==> src/rtl/tfg_pkg.sv <==
// Shared constants and types for the thermal frame governor.
// Assumes five operating levels, with index 0 the fastest.
package tfg_pkg;
    localparam int NUM_LEVELS = 5;
    localparam int LVL_W      = $clog2(NUM_LEVELS);
    localparam logic [LVL_W-1:0] LVL_FASTEST  = LVL_W'(0);
    localparam logic [LVL_W-1:0] LVL_SLOW_RUN = LVL_W'(NUM_LEVELS - 2);
    localparam logic [LVL_W-1:0] LVL_STOPPED  = LVL_W'(NUM_LEVELS - 1);

    typedef logic [LVL_W-1:0] level_t;

    // Results of comparing the captured temperature with the three limits.
    typedef struct packed {
        logic below_low;
        logic below_high;
        logic above_crit;
    } therm_flags_t;
endpackage

==> src/rtl/tfg_temp_eval.sv <==
// Captures the temperature sample on its strobe and compares the captured
// value with the low, high and critical limits.
// Assumes the limits are quasi-static; the flags follow the held sample.
module tfg_temp_eval
    import tfg_pkg::*;
#(
    parameter int TEMP_W = 8
) (
    input  logic              clk,
    input  logic              rst_n,
    input  logic              temp_valid,
    input  logic [TEMP_W-1:0] temp_in,
    input  logic [TEMP_W-1:0] thr_low,
    input  logic [TEMP_W-1:0] thr_high,
    input  logic [TEMP_W-1:0] thr_crit,
    output therm_flags_t      flags
);
    logic [TEMP_W-1:0] temp_q;

    // Hold the last qualified sample.
    always_ff @(posedge clk) begin
        if (!rst_n)
            temp_q <= '0;
        else if (temp_valid)
            temp_q <= temp_in;
    end

    // Threshold comparisons on the held sample.
    always_comb begin
        flags.below_low  = temp_q < thr_low;
        flags.below_high = temp_q < thr_high;
        flags.above_crit = temp_q > thr_crit;
    end
endmodule

==> src/rtl/tfg_frame_timer.sv <==
// Counts the cycles of the running frame and flags budget and deadline overruns.
// Assumes a start is only accepted while no frame runs; an abort ends the frame.
module tfg_frame_timer #(
    parameter int CNT_W = 16
) (
    input  logic             clk,
    input  logic             rst_n,
    input  logic             start_acc,
    input  logic             done_in,
    input  logic             abort,
    input  logic [CNT_W-1:0] wcet_cycles,
    input  logic [CNT_W-1:0] period_cycles,
    output logic             busy,
    output logic             over_wcet,
    output logic             over_period,
    output logic             done_under
);
    localparam logic [CNT_W-1:0] CNT_MAX = {CNT_W{1'b1}};

    logic [CNT_W-1:0] elapsed;

    // Frame-in-progress flag and saturating elapsed-cycle counter.
    always_ff @(posedge clk) begin
        if (!rst_n) begin
            busy    <= 1'b0;
            elapsed <= '0;
        end else if (abort) begin
            busy    <= 1'b0;
        end else if (start_acc) begin
            busy    <= 1'b1;
            elapsed <= '0;
        end else if (busy) begin
            if (done_in)
                busy <= 1'b0;
            else if (elapsed != CNT_MAX)
                elapsed <= elapsed + 1'b1;
        end
    end

    // Overrun and early-completion indications for the level controller.
    always_comb begin
        over_wcet   = busy && (elapsed > wcet_cycles);
        over_period = busy && (elapsed > period_cycles);
        done_under  = busy && done_in && (elapsed < wcet_cycles);
    end
endmodule

==> src/rtl/tfg_level_ctrl.sv <==
// Chooses the operating level, the idle state and the skip flag, and gates
// frame starts. Critical override first, then skip, then one adjustment a frame.
// Assumes the timer flags are valid only while its busy output is high.
module tfg_level_ctrl
    import tfg_pkg::*;
(
    input  logic         clk,
    input  logic         rst_n,
    input  logic         frame_start,
    input  therm_flags_t flags,
    input  logic         busy,
    input  logic         over_wcet,
    input  logic         over_period,
    input  logic         done_under,
    output level_t       level,
    output logic         idle,
    output logic         skip,
    output logic         grant,
    output logic         start_acc,
    output logic         abort
);
    logic adjusted;
    logic drop;

    // Start gating: a granted start either opens a frame or is dropped.
    always_comb begin
        grant     = !idle && !busy;
        start_acc = frame_start && grant && !skip;
        drop      = frame_start && grant && skip;
        abort     = flags.above_crit;
    end

    // Prioritised level, idle and skip decisions.
    always_ff @(posedge clk) begin
        if (!rst_n) begin
            level    <= LVL_FASTEST;
            idle     <= 1'b0;
            skip     <= 1'b0;
            adjusted <= 1'b0;
        end else if (flags.above_crit) begin
            idle     <= 1'b1;
            level    <= LVL_STOPPED;
            adjusted <= 1'b1;
        end else if (idle) begin
            if (flags.below_low) begin
                idle  <= 1'b0;
                level <= LVL_SLOW_RUN;
            end
        end else begin
            if (drop)
                skip <= 1'b0;
            if (start_acc)
                adjusted <= 1'b0;
            if (over_period) begin
                skip     <= 1'b1;
                adjusted <= 1'b1;
            end else if (over_wcet && !adjusted) begin
                adjusted <= 1'b1;
                if (flags.below_high && level != LVL_FASTEST)
                    level <= level - 1'b1;
            end else if (done_under && !adjusted) begin
                adjusted <= 1'b1;
                if (level < LVL_SLOW_RUN)
                    level <= level + 1'b1;
            end
        end
    end
endmodule

==> src/rtl/thermal_frame_governor.sv <==
// Top of the per-core thermal frame governor: temperature capture, frame
// timer and level controller. Assumes pulses are synchronous to clk.
module thermal_frame_governor
    import tfg_pkg::*;
#(
    parameter int TEMP_W = 8,
    parameter int CNT_W  = 16
) (
    input  logic              clk,
    input  logic              rst_n,
    input  logic              frame_start,
    input  logic              frame_done,
    input  logic              temp_valid,
    input  logic [TEMP_W-1:0] temp_in,
    input  logic [CNT_W-1:0]  wcet_cycles,
    input  logic [CNT_W-1:0]  period_cycles,
    input  logic [TEMP_W-1:0] thr_low,
    input  logic [TEMP_W-1:0] thr_high,
    input  logic [TEMP_W-1:0] thr_crit,
    output logic [LVL_W-1:0]  op_level,
    output logic              idle_req,
    output logic              frame_skip,
    output logic              next_grant
);
    therm_flags_t flags;
    logic busy, over_wcet, over_period, done_under, start_acc, abort;
    level_t level;

    tfg_temp_eval #(.TEMP_W(TEMP_W)) u_temp (
        .clk(clk), .rst_n(rst_n), .temp_valid(temp_valid), .temp_in(temp_in),
        .thr_low(thr_low), .thr_high(thr_high), .thr_crit(thr_crit), .flags(flags)
    );

    tfg_frame_timer #(.CNT_W(CNT_W)) u_timer (
        .clk(clk), .rst_n(rst_n), .start_acc(start_acc), .done_in(frame_done),
        .abort(abort), .wcet_cycles(wcet_cycles), .period_cycles(period_cycles),
        .busy(busy), .over_wcet(over_wcet), .over_period(over_period),
        .done_under(done_under)
    );

    tfg_level_ctrl u_ctrl (
        .clk(clk), .rst_n(rst_n), .frame_start(frame_start), .flags(flags),
        .busy(busy), .over_wcet(over_wcet), .over_period(over_period),
        .done_under(done_under), .level(level), .idle(idle_req),
        .skip(frame_skip), .grant(next_grant), .start_acc(start_acc),
        .abort(abort)
    );

    assign op_level = level;
endmodule

==> config.mk <==
export PLATFORM = sky130hd
export DESIGN_NAME = thermal_frame_governor
export DESIGN_NICKNAME = d
export VERILOG_FILES = /design/src/rtl/tfg_pkg.sv /design/src/rtl/tfg_temp_eval.sv /design/src/rtl/tfg_frame_timer.sv /design/src/rtl/tfg_level_ctrl.sv /design/src/rtl/thermal_frame_governor.sv
export SDC_FILE = /design/constraint.sdc
export NUM_CORES = 1
export LEC_CHECK = 0
export BUFFER_PORTS_ARGS = -buffer_cell sky130_fd_sc_hd__buf_2
export CAP_MARGIN = 15
export CORE_MARGIN = 5
export CORE_UTILIZATION = 54
export CTS_CLUSTER_DIAMETER = 150
export CTS_CLUSTER_SIZE = 12
export DETAILED_ROUTE_END_ITERATION = 10
export GPL_TIMING_DRIVEN = 0
export PLACE_DENSITY = 0.82
export SETUP_SLACK_MARGIN = 0.5
export SLEW_MARGIN = 25
export SYNTH_ARGS = -nofsm -noshare
export SYNTH_HDL_FRONTEND = slang
export SYNTH_SLANG_ARGS = --single-unit
==> constraint.sdc <==
create_clock -name clk -period 3.18 [get_ports clk]
set_input_delay 0.159 -clock clk [delete_from_list [all_inputs] [get_ports clk]]
set_output_delay 0.159 -clock clk [all_outputs]
set_load 0.05 [all_outputs]
==> summary.txt, run 1 <==
Global route
  • Initial antenna violation count: 0
  • Vias in the first global route: 2574
  • GRT busiest layer: met2
  • Total gr overflow: 0
  • Met2 GRT Util: 0.350
  • Largest net degree at the start of global routing: 11
  • All-Layer GR Usage: 0.210
  • Grt met3 use: 0.0304
  • First-pass GRT wire length: approximately 11 mm
  • Met1 Usage GRT: 0.276

Route
  • First-pass DRT Iterations: 6
  • Overall routed net length: just over 7 mm
  • Antenna-violating nets left: 0
  • DR DRC count: 0
  • DRT iter0 DRCs: approximately 150
  • Via count: around 2800
  • Vias/cell: around 5.4
  • DR WL/cell: about 14 um

Run
  • Max Cap Viol: 0

Finish
  • Post-Layout Cell Count: ~510
  • Area grow syn2layout: 24.0%
  • Share of layout cells above drive strength 1: 0.249
  • # diodes: 0
  • Final Util: 0.686
  • Layout Nets: roughly 560

CTS
  • Worst skew pair latency: between 200 and 300 ps
  • CTS HTree Levels: 2
  • CTS Sinks: 31
  • Num CTS Buffers: 5
  • CTS Root Cell: clkbuf_8
  • Clock-pin slew on the worst setup and hold paths: roughly 60 ps
  • Clk buf depth: 2
  • CTS tree: done
  • Hold Buf Count CTS: 0

Synthesis
  • Synth async-reset ratio: 0
  • Mapped Nets: 481
  • Synthesized area: approximately 2800 um^2
  • Number of flops mapped to enable cells by yosys: 0
  • Synth top area share: 0.243
  • Synth area leader: ha_1
  • Sequential area share after synthesis: 0.219
  • Top cells by instance count after synthesis: inv_1, ha_1, nor2_1
  • Largest cells by area after synthesis: ha_1, dfxtp_1, inv_1
  • Synth Area per Inst: 7.94 um^2
  • Prevailing post-synth register cell: dfxtp_1
  • Mapped Cells: ~360
  • Cell with the most instances after synthesis: inv_1
  • Seq cells post-synth: 31
  • Synth cell types: 46
  • Syn. warnings: 0

Placed design
  • Gpl congestion: between 0.8 and 0.9
  • Detail Placement HPWL: roughly 5.5 mm
  • Post-Place Cells: roughly 500
  • PortBufs: 73

Timing
  • Finish-stage setup viols: 0
  • Worst Max-Slew Pin Slew: about 640 ps
  • Worst Skew: between 6 and 7 ps
  • Final Critical Period: between 2000 and 3000 ps
  • Slew Limit Headroom: 0.567
  • Final period utilization: 0.815
  • Final hold vios: 0
  • Setup TNS: 0 ps
  • RSZ-0062 raised after global routing: yes
  • Final hold slack: about 110 ps
  • Final count of pins violating max slew: 0
  • Max frequency: 386 MHz

Worst setup path
  • R2r setup slk: 590 ps
  • Reg2Reg Depth: 10
  • Crit path to: u_ctrl.level[2]$_SDFFE_PN0P_
  • Launching point of the worst reg2reg path: u_timer.elapsed[6]$_SDFFE_PN0P_
  • CP Class: reg -> reg
  • Crit. End Element: flip-flop
  • CP Data Required Time: roughly 3400 ps
  • Worst Path Arrival: around 2800 ps
  • Startpoint Class: flip-flop
  • CP max FO: 7
  • R2r endpoint: u_ctrl.level[2]$_SDFFE_PN0P_
  • Crit. Startpoint: u_timer.elapsed[6]$_SDFFE_PN0P_

Power and ir drop
  • Power Dens Cells: about 290 nW/um^2
  • P_leak: roughly 0.0018 uW
  • Maximum vdd drop: 0.240 mV
  • Tot Pwr: about 1000 uW

Floorplan
  • Die width: about 82 um
  • Die ar.: about 6800 um^2
  • FP Rows: 26
  • I/O pins: 75
  • Die height: approximately 82 um
  • Core footprint: between 5000 and 6000 um^2
  • Initial Utilization: 0.554

Min path
  • Hold Crit Class: in -> reg

Outcome
  • Status: finished, final reports clean
## cells by family (layout without fill, tap and decap cells)
group / count (synthesis) / in the layout / share of synthesized area
and+or+nand+nor: 122 / 122 / 0.223
buffers and inverters: 66 / 148 / 0.0898
AOI/OAI and AO/OA: 61 / 61 / 0.152
adders and majority gates: 56 / 56 / 0.250
DFF: 31 / 31 / 0.219
xor gates and xnor gates: 12 / 12 / 0.0372
muxes: 8 / 8 / 0.0283
## worst max-delay path: stages (launching register included)
cell and delay (ps):
dfxtp_2 370, ha_1 290, nand4_1 160, nor4_4 390
a21boi_4 260, or3_4 180, nand2_4 70, fa_2 380
xor2_1 200, nand4b_1 110, o311ai_1 90
## power breakdown
group	leakage, uW	switching [uW]	internal (uW)	total, uW
sequential	0.000256	19.9	404	423
clock	0.0000422	146	153	300
combinational	0.00152	162	117	279
## cell usage in the layout (no fill, tap or decap), types with 2 or more instances in the layout
cell type  count
ha_1          51
nor2_1        36
buf_4          2
a21oi_1       23
nand4_1       15
nand2_4        2
clkbuf_1       4
nor3_1         4
a31oi_1        2
a21o_1         6
o211ai_1       2
a21boi_0       3
and3_4         3
dfxtp_2        5
a211o_1        3
and3_1         5
o21ai_0        8
or2_2          2
nand3_1       17
and2_1         2
mux2i_1        8
ha_4           4
buf_2         73
clkbuf_4       2
or3_1          4
dfxtp_1       25
clkbuf_8       5
nand4b_1       2
a211oi_1       3
a41oi_4        2
nand2_1       18
xor2_1        12
nor2b_1        5
inv_1         60
## registers in the layout (all words and copies together) (netlist names)
| name | flops |
|---|---|
| u_ctrl.idle | 1 |
| u_ctrl.skip | 1 |
| u_ctrl.level | 3 |
| u_timer.elapsed | 16 |
| u_temp.temp_q | 8 |
| u_ctrl.adjusted | 1 |
| u_timer.busy | 1 |
## final cells by class
cell class	count	area, um^2
Inverter	60	225
Clock buffer	7	76.3
Fill cell	427	1600
Buffer	6	33.8
Sequential cell	31	631
Tap cell	70	87.6
Clock inverter	1	5.00
Timing Repair Buffer	74	373
Multi-Input combinational cell	259	2070
## per-stage QoR
stage | cell area [um^2] | worst slack, ps
CTS | 3380 | 494
detailed placement | 3280 | 266
finish | 3510 | 590
floorplan | 2830 | 505
global placement | 3280 | 296
global route | 3510 | 470
## how the worst min path moves through the flow
stage               startpoint                            end  slack [ps]  cells past startpoint
global placement    temp_in[3]  u_temp.temp_q[3]$_SDFFE_PN0P_         400                      3
global route        temp_in[0]  u_temp.temp_q[0]$_SDFFE_PN0P_         130                      3
finish              temp_in[4]  u_temp.temp_q[4]$_SDFFE_PN0P_         110                      3
CTS                 temp_in[4]  u_temp.temp_q[4]$_SDFFE_PN0P_         120                      3
floorplan                rst_n         u_ctrl.idle$_SDFF_PN0_         280                      1
detailed placement  temp_in[6]  u_temp.temp_q[6]$_SDFFE_PN0P_         400                      3
## per-layer routing
| metal | wire length, um | part of all wire | up-vias |
|---|---|---|---|
| met4 | 176 | 0.025 | 0 |
| met2 | 3450 | 0.49 | 77 |
| met3 | 342 | 0.048 | 15 |
| met5 | 0 | 0 | - |
| li1 | - | - | 1400 |
| met1 | 3110 | 0.44 | 1260 |
## what timing repair did
item	in CTS	in global routing
resized for setup	4	22
pin swaps	2	6
endpoints found under the setup margin	3	13
buffers inserted	0	1
Power figures use the tool's default switching activity.
==> run 2: changes to the inputs <==
--- a/config.mk
+++ b/config.mk
@@ -5,15 +5,16 @@
 export SDC_FILE = /design/constraint.sdc
 export NUM_CORES = 1
 export LEC_CHECK = 0
+export ABC_AREA = 1
 export BUFFER_PORTS_ARGS = -buffer_cell sky130_fd_sc_hd__buf_2
 export CAP_MARGIN = 15
 export CORE_MARGIN = 5
-export CORE_UTILIZATION = 54
+export CORE_UTILIZATION = 50
 export CTS_CLUSTER_DIAMETER = 150
 export CTS_CLUSTER_SIZE = 12
 export DETAILED_ROUTE_END_ITERATION = 10
 export GPL_TIMING_DRIVEN = 0
-export PLACE_DENSITY = 0.82
+export PLACE_DENSITY = 0.78
 export SETUP_SLACK_MARGIN = 0.5
 export SLEW_MARGIN = 25
 export SYNTH_ARGS = -nofsm -noshare
==> constraint.sdc (replaced) <==
create_clock -name clk -period 2.15 [get_ports clk]
set_input_delay 0.1075 -clock clk [delete_from_list [all_inputs] [get_ports clk]]
set_output_delay 0.1075 -clock clk [all_outputs]
set_load 0.05 [all_outputs]
==> run 2 against run 1 <==
The flow now finishes with violations (DRC, setup timing). Worst hold slack lost 72 ps. Routed wire length up 56%. Core utilization up 9.8 points. Die area is 16% higher. Area after synthesis is 9.6% higher. Largest cell class unchanged. Clock power up 56%. Synthesized cell count is 33% higher. Final cell count increased by 31%. Combinational power rose to 2.6 times the previous value. Global-route usage is 3.8 points higher. Sequential power grew 48%. Non-clock buffer count increased by 33.
==> summary.txt, run 2 <==
Synthesis
  • Synthesized area: 3100 um^2 (+9.6%)
  • Synth Area per Inst: 6.54 um^2 (-18%)
  • Synth area leader: ha_1
  • Mapped Cells: 474 (+33%)
  • Synth cell types: 39 (-15%)
  • Top cells by instance count after synthesis: nand2_1, inv_1, ha_1
  • Number of flops mapped to enable cells by yosys: 0 (unchanged)
  • Synth top area share: 0.222 (-0.0212)
  • Largest cells by area after synthesis: ha_1, dfxtp_1, nand2_1
  • Mapped Nets: 599 (+25%)
  • Seq cells post-synth: 31 (unchanged)
  • Sequential area share after synthesis: 0.200 (-0.0191)
  • Cell with the most instances after synthesis: nand2_1
  • Syn. warnings: 0 (unchanged)
  • Synth async-reset ratio: 0 (unchanged)
  • Prevailing post-synth register cell: dfxtp_1

Floorplan
  • I/O pins: 75 (unchanged)
  • Die ar.: 7870 um^2 (+16%)
  • Core footprint: 5960 um^2 (+17%)
  • FP Rows: 28 (+7.7%)
  • Die width: 88.7 um (+7.7%)
  • Initial Utilization: 0.520 (-0.0335)
  • Die height: 88.7 um (+7.7%)

Worst setup path
  • Worst Path Arrival: 2600 ps (-190 ps)
  • CP max FO: 3 (-4)
  • CP Data Required Time: 2360 ps (-1020 ps)
  • CP Class: reg -> reg
  • Crit. End Element: flip-flop
  • Startpoint Class: flip-flop

Route
  • DR WL/cell: 16.5 um (+19%)
  • DRT iter0 DRCs: 268 (+76%)
  • Vias/cell: 5.64 (+4.1%)
  • Overall routed net length: 11.0 mm (+56%)
  • Wire length on met2: 5.58 mm (+62%)
  • First-pass DRT Iterations: 10 (+4)
  • Highest metal used: met4
  • Met3 wire len: 770 um (+130%)
  • Via count: 3760 (+37%)
  • Antenna-violating nets left: 0 (unchanged)
  • DR DRC count: 1 (+1)
  • M1 WL: 4.13 mm (+33%)

Global route
  • Total gr overflow: 0 (unchanged)
  • Largest net degree at the start of global routing: 11 (unchanged)
  • Initial antenna violation count: 0 (unchanged)
  • First-pass GRT wire length: 15.4 mm (+39%)
  • Vias in the first global route: 3569 (+39%)
  • All-Layer GR Usage: 0.248 (+0.0377)

Outcome
  • Status: finished, violations left
  • Failing checks: DRC, setup timing

Timing
  • RSZ-0062 raised after global routing: yes
  • Final Critical Period: 2380 ps (-208 ps)
  • Final period utilization: 1.11 (+0.294)
  • Final hold vios: 0 (unchanged)
  • Final count of pins violating max slew: 0 (unchanged)
  • Setup TNS: -667 ps (-667 ps)
  • Worst Skew: 19.0 ps (+12.9 ps)
  • Max frequency: 420 MHz (+8.7%)
  • Finish-stage setup viols: 3 (+3)
  • Worst Max-Slew Pin Slew: 710 ps (+67.0 ps)
  • Slew Limit Headroom: 0.527 (-0.0408)
  • Final WS setup: -233 ps (-822 ps)

Power and ir drop
  • Sw frac: 0.384 (+0.0565)
  • Power Dens Cells: 391 nW/um^2 (+37%)
  • Net Sw Power: 702 uW (+110%)
  • Maximum vdd drop: 0.350 mV (+46%)
  • P_leak: 0.00242 uW (+33%)
  • Comb power frac: 0.401 (+0.122)
  • Int Pwr: 1120 uW (+67%)
  • Clock power frac: 0.256 (-0.043)
  • Sequential power share: 0.344 (-0.078)

Placed design
  • Gpl congestion: 0.862 (+0.35%)
  • Post-Place Cells: 623 (+25%)
  • PortBufs: 74 (+1.4%)
  • Post-Place Cell Area: 3690 um^2 (+12%)
  • Detail Placement HPWL: 6.39 mm (+16%)
  • Place WS: -343 ps (-609 ps)

Finish
  • Largest registers: u_timer.elapsed x16, u_temp.temp_q x8, u_ctrl.level x3
  • Most common cell after layout, fill and taps aside: inv_1
  • # diodes: 0 (unchanged)
  • Max reg flops: 16 (unchanged)
  • Largest reg by FF count: u_timer.elapsed
  • Share of layout cells above drive strength 1: 0.426 (+0.177)
  • Layout Nets: 716 (+27%)
  • Most frequent cells in the layout: inv_1, nand2_1, buf_2
  • Area grow syn2layout: 50.7%
  • Design area: 4670 um^2 (+33%)
  • Post-Layout Cell Count: 667 (+31%)

CTS
  • Num CTS Buffers: 5 (unchanged)
  • CTS Sinks: 31 (unchanged)
  • CTS HTree Levels: 2 (unchanged)
  • Clock-pin slew on the worst setup and hold paths: 90 ps (+30 ps)
  • Hold Buf Count CTS: 0 (unchanged)
  • Worst skew pair latency: 300 ps (about the same)
  • CTS tree: done
  • CTS Root Cell: clkbuf_8
  • Clk buf depth: 2 (unchanged)

Run
  • Max Cap Viol: 0 (unchanged)

Min path
  • Hold Crit Class: in -> reg
-- run 2: timing repair --
action | in CTS | in global routing
pin swaps | 41 | 20
gates cloned | 1 | 0
endpoints found under the setup margin | 22 | 23
setup buffers | 31 | 4
resized for setup | 115 | 33
-- run 2: routing by layer --
layer  up-vias  GRT usage
met1      1733      0.269
met5         -          0
met3        64     0.0372
met4         0     0.0893
met2       202      0.478
li1       1761          -
-- run 2: critical path, cell delays in order, from the launching register on --
cell and delay [ps]:
dfxtp_4 360, ha_4 260, buf_4 130, a21oi_2 130, nand2_2 100, a21oi_4 180
nand3_4 100, buf_4 140, buf_4 120, buf_6 100, buf_6 100, nand3_1 80
nor2_1 60, nor2_2 150, o211ai_1 110, a21oi_1 160
-- run 2: final timing paths --
check / from / endpoint / slack [ps] / depth (start not counted)
hold / removal: temp_in[1] / u_temp.temp_q[1]$_SDFFE_PN0P_ / 40 / 3
setup / recovery: u_timer.elapsed[11]$_SDFFE_PN0P_ / u_ctrl.level[0]$_SDFFE_PP0P_ / -230 / 15
setup reg to reg: u_timer.elapsed[11]$_SDFFE_PN0P_ / u_ctrl.level[0]$_SDFFE_PP0P_ / -230 / 15
hold reg to reg: u_temp.temp_q[0]$_SDFFE_PN0P_ / u_temp.temp_q[0]$_SDFFE_PN0P_ / 490 / 2
-- run 2: cells by family (layout without fill, tap and decap cells) --
group | Yosys count | after routing | synth area share
flops | 31 | 31 | 0.200
xor+xnor | 8 | 8 | 0.0226
buf+inv | 104 | 222 | 0.128
compound gates | 74 | 74 | 0.137
fa+ha+maj | 56 | 56 | 0.229
simple gates | 201 | 201 | 0.283
-- run 2: power by group through the flow --
stage	registers [uW]	clock network [uW]	logic, uW
after floorplan	664	0	320
after global placement	648	0	472
after detailed placement	648	0	491
after CTS	625	461	629
after global routing	631	497	794
final	628	467	732
-- run 2: through the flow --
step	total power, uW	util	hold WS (ps)
2_1_floorplan	983	-	242
3_3_place_gp	1120	0.619	329
3_5_place_dp	1140	0.619	338
4_1_cts	1710	0.751	42.1
5_1_grt	1920	0.784	50.7
6_report	1830	0.784	41.1
-- run 2: cell type report --
| cell class | count | area, um^2 |
|---|---|---|
| multi-input cells | 339 | 2660 |
| fillers | 382 | 1290 |
| repair buffers | 110 | 727 |
| flip-flops and latches | 31 | 686 |
| inverters | 101 | 397 |
| well taps | 75 | 93.8 |
| clock buffers | 5 | 68.8 |
| plain buffers | 3 | 22.5 |
| clock inverters | 3 | 15.0 |
==> run 3: changes to the inputs <==
--- a/config.mk
+++ b/config.mk
@@ -9,12 +9,13 @@
 export BUFFER_PORTS_ARGS = -buffer_cell sky130_fd_sc_hd__buf_2
 export CAP_MARGIN = 15
 export CORE_MARGIN = 5
-export CORE_UTILIZATION = 50
+export CORE_UTILIZATION = 51
+export CTS_BUF_LIST = sky130_fd_sc_hd__clkbuf_8
 export CTS_CLUSTER_DIAMETER = 150
 export CTS_CLUSTER_SIZE = 12
 export DETAILED_ROUTE_END_ITERATION = 10
 export GPL_TIMING_DRIVEN = 0
-export PLACE_DENSITY = 0.78
+export PLACE_DENSITY = 0.8
 export SETUP_SLACK_MARGIN = 0.5
 export SLEW_MARGIN = 25
 export SYNTH_ARGS = -nofsm -noshare
==> run 3 against run 2 <==
The flow finishes with violations (setup timing). Clock-buffer cell count grew 2. Die area fell by 1.7%. Clock skew down 6.9 ps. Via count up 1.9%. Combinational power rose by 5.1%. Non-clock buffer count shrank 1. Largest cell class unchanged. Largest power group unchanged.
==> summary.txt, run 3 (same netlist as run 2, synthesis figures left out) <==
Placed design
  • Detail Placement HPWL: 6.39 mm (about the same)
  • PortBufs: 74 (unchanged)
  • Place WS: -413 ps (-69.6 ps)
  • Gpl congestion: 0.873 (+1.3%)

Worst setup path
  • Slowest CP cell: dfxtp_4
  • Reg2Reg Depth: 15 (unchanged)
  • Startpoint Class: flip-flop
  • CP max FO: 2 (-1)
  • CP cell instances: ha_4, a21oi_1, nand2_1, a21oi_1, nand3_4, nand2_4, fa_2, xor2_1, nand2_1, nand2_1, nor2_1, nand3_1, nand3_1, nand2_1, inv_1
  • Buf/Inv on CP: 1 (-4)
  • CP Data Required Time: 2350 ps (about the same)
  • Crit path top cell by count: nand2_1
  • Launching point of the worst reg2reg path: u_timer.elapsed[11]$_SDFFE_PN0P_
  • CP top delay family: simple AND/OR/NAND/NOR gates
  • R2r endpoint: u_ctrl.level[2]$_SDFFE_PN0P_
  • CP Class: reg -> reg
  • Crit. End Element: flip-flop
  • Worst Path Arrival: 2560 ps (-40 ps)
  • Delay of the slowest critical-path stage: 370 ps (about the same)
  • R2r setup slk: -210 ps (+20 ps)

Global route
  • Total gr overflow: 0 (unchanged)
  • First-pass GRT wire length: 15.8 mm (+2.2%)
  • Vias in the first global route: 3645 (+2.1%)
  • Largest net degree at the start of global routing: 11 (unchanged)
  • All-Layer GR Usage: 0.260 (+0.0119)
  • Initial antenna violation count: 0 (unchanged)

Power and ir drop
  • Sw frac: 0.377 (-0.00783)
  • Comb power frac: 0.394 (-0.007)
  • Maximum vdd drop: 0.334 mV (-4.5%)
  • Sequential power share: 0.324 (-0.020)
  • P_leak: 0.00242 uW (about the same)
  • Int Pwr: 1220 uW (+8.1%)
  • Clock power frac: 0.282 (+0.026)
  • Net Sw Power: 734 uW (+4.5%)
  • Power Dens Cells: 419 nW/um^2 (+7.2%)

Timing
  • Max frequency: 424 MHz (+0.94%)
  • Slew Limit Headroom: 0.454 (-0.0728)
  • Final Critical Period: 2360 ps (-22.3 ps)
  • Final count of pins violating max slew: 0 (unchanged)
  • Final hold vios: 0 (unchanged)
  • RSZ-0062 raised after global routing: yes
  • Final period utilization: 1.10 (-0.0104)
  • Worst Skew: 12.1 ps (-6.89 ps)
  • Finish-stage setup viols: 3 (unchanged)
  • Final WS setup: -210 ps (+22.3 ps)
  • Worst Max-Slew Pin Slew: 819 ps (+109 ps)

Route
  • First-pass DRT Iterations: 7 (-3)
  • DR WL/cell: 17.6 um (+6.7%)
  • Via count: 3833 (+1.9%)
  • Antenna-violating nets left: 0 (unchanged)
  • Vias/cell: 5.76 (+2.1%)
  • Overall routed net length: 11.7 mm (+6.6%)
  • DR DRC count: 0 (-1)
  • DRT iter0 DRCs: 384 (+43%)

Finish
  • Max reg flops: 16 (unchanged)
  • Area grow syn2layout: 50.1%
  • Share of layout cells above drive strength 1: 0.418 (-0.00774)
  • Layout Nets: 715 (-0.14%)
  • Final Util: 0.785 (+0.00126)
  • Register area: 686 um^2 (unchanged)
  • # diodes: 0 (unchanged)
  • Filler cells: 365 (-4.5%)
  • Largest registers: u_timer.elapsed x16, u_temp.temp_q x8, u_ctrl.level x3
  • Largest reg by FF count: u_timer.elapsed
  • Most frequent cells in the layout: inv_1, nand2_1, buf_2
  • Area of the multi-input gates: 2650 um^2 (-0.23%)
  • Most common cell after layout, fill and taps aside: inv_1

CTS
  • Clk buf depth: 2 (unchanged)
  • CTS HTree Levels: 2 (unchanged)
  • CTS tree: done
  • Clock-pin slew on the worst setup and hold paths: 80 ps (about the same)
  • Num CTS Buffers: 5 (unchanged)
  • Hold Buf Count CTS: 0 (unchanged)
  • CTS Sinks: 31 (unchanged)
  • CTS Root Cell: clkbuf_8
  • Worst skew pair latency: 300 ps (about the same)

Min path
  • HP Start: temp_in[3]
  • Hold path depth: 3 (unchanged)
  • Hold Crit Class: in -> reg
  • Hold path endpoint: u_temp.temp_q[3]$_SDFFE_PN0P_

Floorplan
  • I/O pins: 75 (unchanged)
  • Die width: 87.9 um (-0.87%)
  • Core footprint: 5920 um^2 (-0.59%)
  • Initial Utilization: 0.523 (+0.00308)
  • Die height: 87.9 um (-0.87%)
  • FP Rows: 28 (unchanged)
  • Die ar.: 7730 um^2 (-1.7%)

Outcome
  • Failing checks: setup timing
  • Status: finished, violations left

Run
  • Max Cap Viol: 0 (unchanged)
-- run 3: changes by cell type in the layout (fill, tap and decap cells not counted), moves of 3 or more --
cell / before / now
a21oi_2: 16 / 13
nand2_2: 17 / 11
nand2_4: 11 / 15
buf_4: 22 / 26
nor2_2: 5 / 8
a21oi_1: 27 / 30
nor2_1: 39 / 35
nand3_1: 12 / 15
buf_6: 11 / 6
clkinv_2: 3 / 0
-- run 3: tightest hold or removal path: stages --
cell	delay, ps
buf_2	70
nor2_1	30
nor2_1	80
-- run 3: final cells by class --
type / count / area share
multi-input cells: 339 / 0.571
repair buffers: 109 / 0.151
flip-flops and latches: 31 / 0.147
inverters: 101 / 0.0826
clock buffers: 7 / 0.0207
well taps: 75 / 0.0202
plain buffers: 3 / 0.00592
clock inverters: 1 / 0.00161
-- run 3: worst max path at each step --
stage / from / end / slack, ps / cells past startpoint
6_report: u_timer.elapsed[11]$_SDFFE_PN0P_ / u_ctrl.level[2]$_SDFFE_PN0P_ / -210 / 15
5_1_grt: u_timer.elapsed[5]$_SDFFE_PN0P_ / u_ctrl.level[2]$_SDFFE_PN0P_ / -380 / 17
4_1_cts: u_timer.elapsed[15]$_SDFFE_PN0P_ / u_ctrl.level[2]$_SDFFE_PN0P_ / -160 / 17
3_5_place_dp: u_timer.elapsed[7]$_SDFFE_PN0P_ / u_ctrl.level[2]$_SDFFE_PN0P_ / -410 / 16
3_3_place_gp: u_timer.elapsed[7]$_SDFFE_PN0P_ / u_ctrl.level[2]$_SDFFE_PN0P_ / -310 / 16
2_1_floorplan: u_timer.elapsed[13]$_SDFFE_PN0P_ / u_ctrl.level[2]$_SDFFE_PN0P_ / -40 / 17
-- run 3: metal layers --
| layer | vias up | share of wire | GRT usage |
|---|---|---|---|
| met5 | - | 0 | 0 |
| met4 | 0 | 0.071 | 0.135 |
| met3 | 91 | 0.085 | 0.0470 |
| met2 | 264 | 0.49 | 0.477 |
| met1 | 1729 | 0.35 | 0.281 |
| li1 | 1749 | - | - |
-- run 3: metrics by stage --
stage               instances  TNS, ps  area [um^2]  power [uW]  hold slack (ps)
floorplan                 474    -39.5         3220         983              242
global placement          623     -436         3690        1120              330
detailed placement        623     -625         3690        1140              340
CTS                       659     -333         4370        1820             30.0
global route              666     -929         4650        2030             58.4
finish                    666     -542         4650        1950             32.1
-- run 3: what timing repair did --
| item | 4_1_cts | 5_1_grt |
|---|---|---|
| cloned | 1 | 0 |
| setup buffers | 27 | 7 |
| pin swaps | 38 | 24 |
| resized for setup | 81 | 61 |
| setup endpoints to repair | 22 | 23 |
-- run 3: power by group through the flow --
stage / logic (uW) / registers (uW) / clock network (uW)
final: 769 / 632 / 549
after global routing: 823 / 635 / 571
after CTS: 650 / 628 / 542
after detailed placement: 490 / 649 / 0
after global placement: 469 / 647 / 0
after floorplan: 320 / 664 / 0
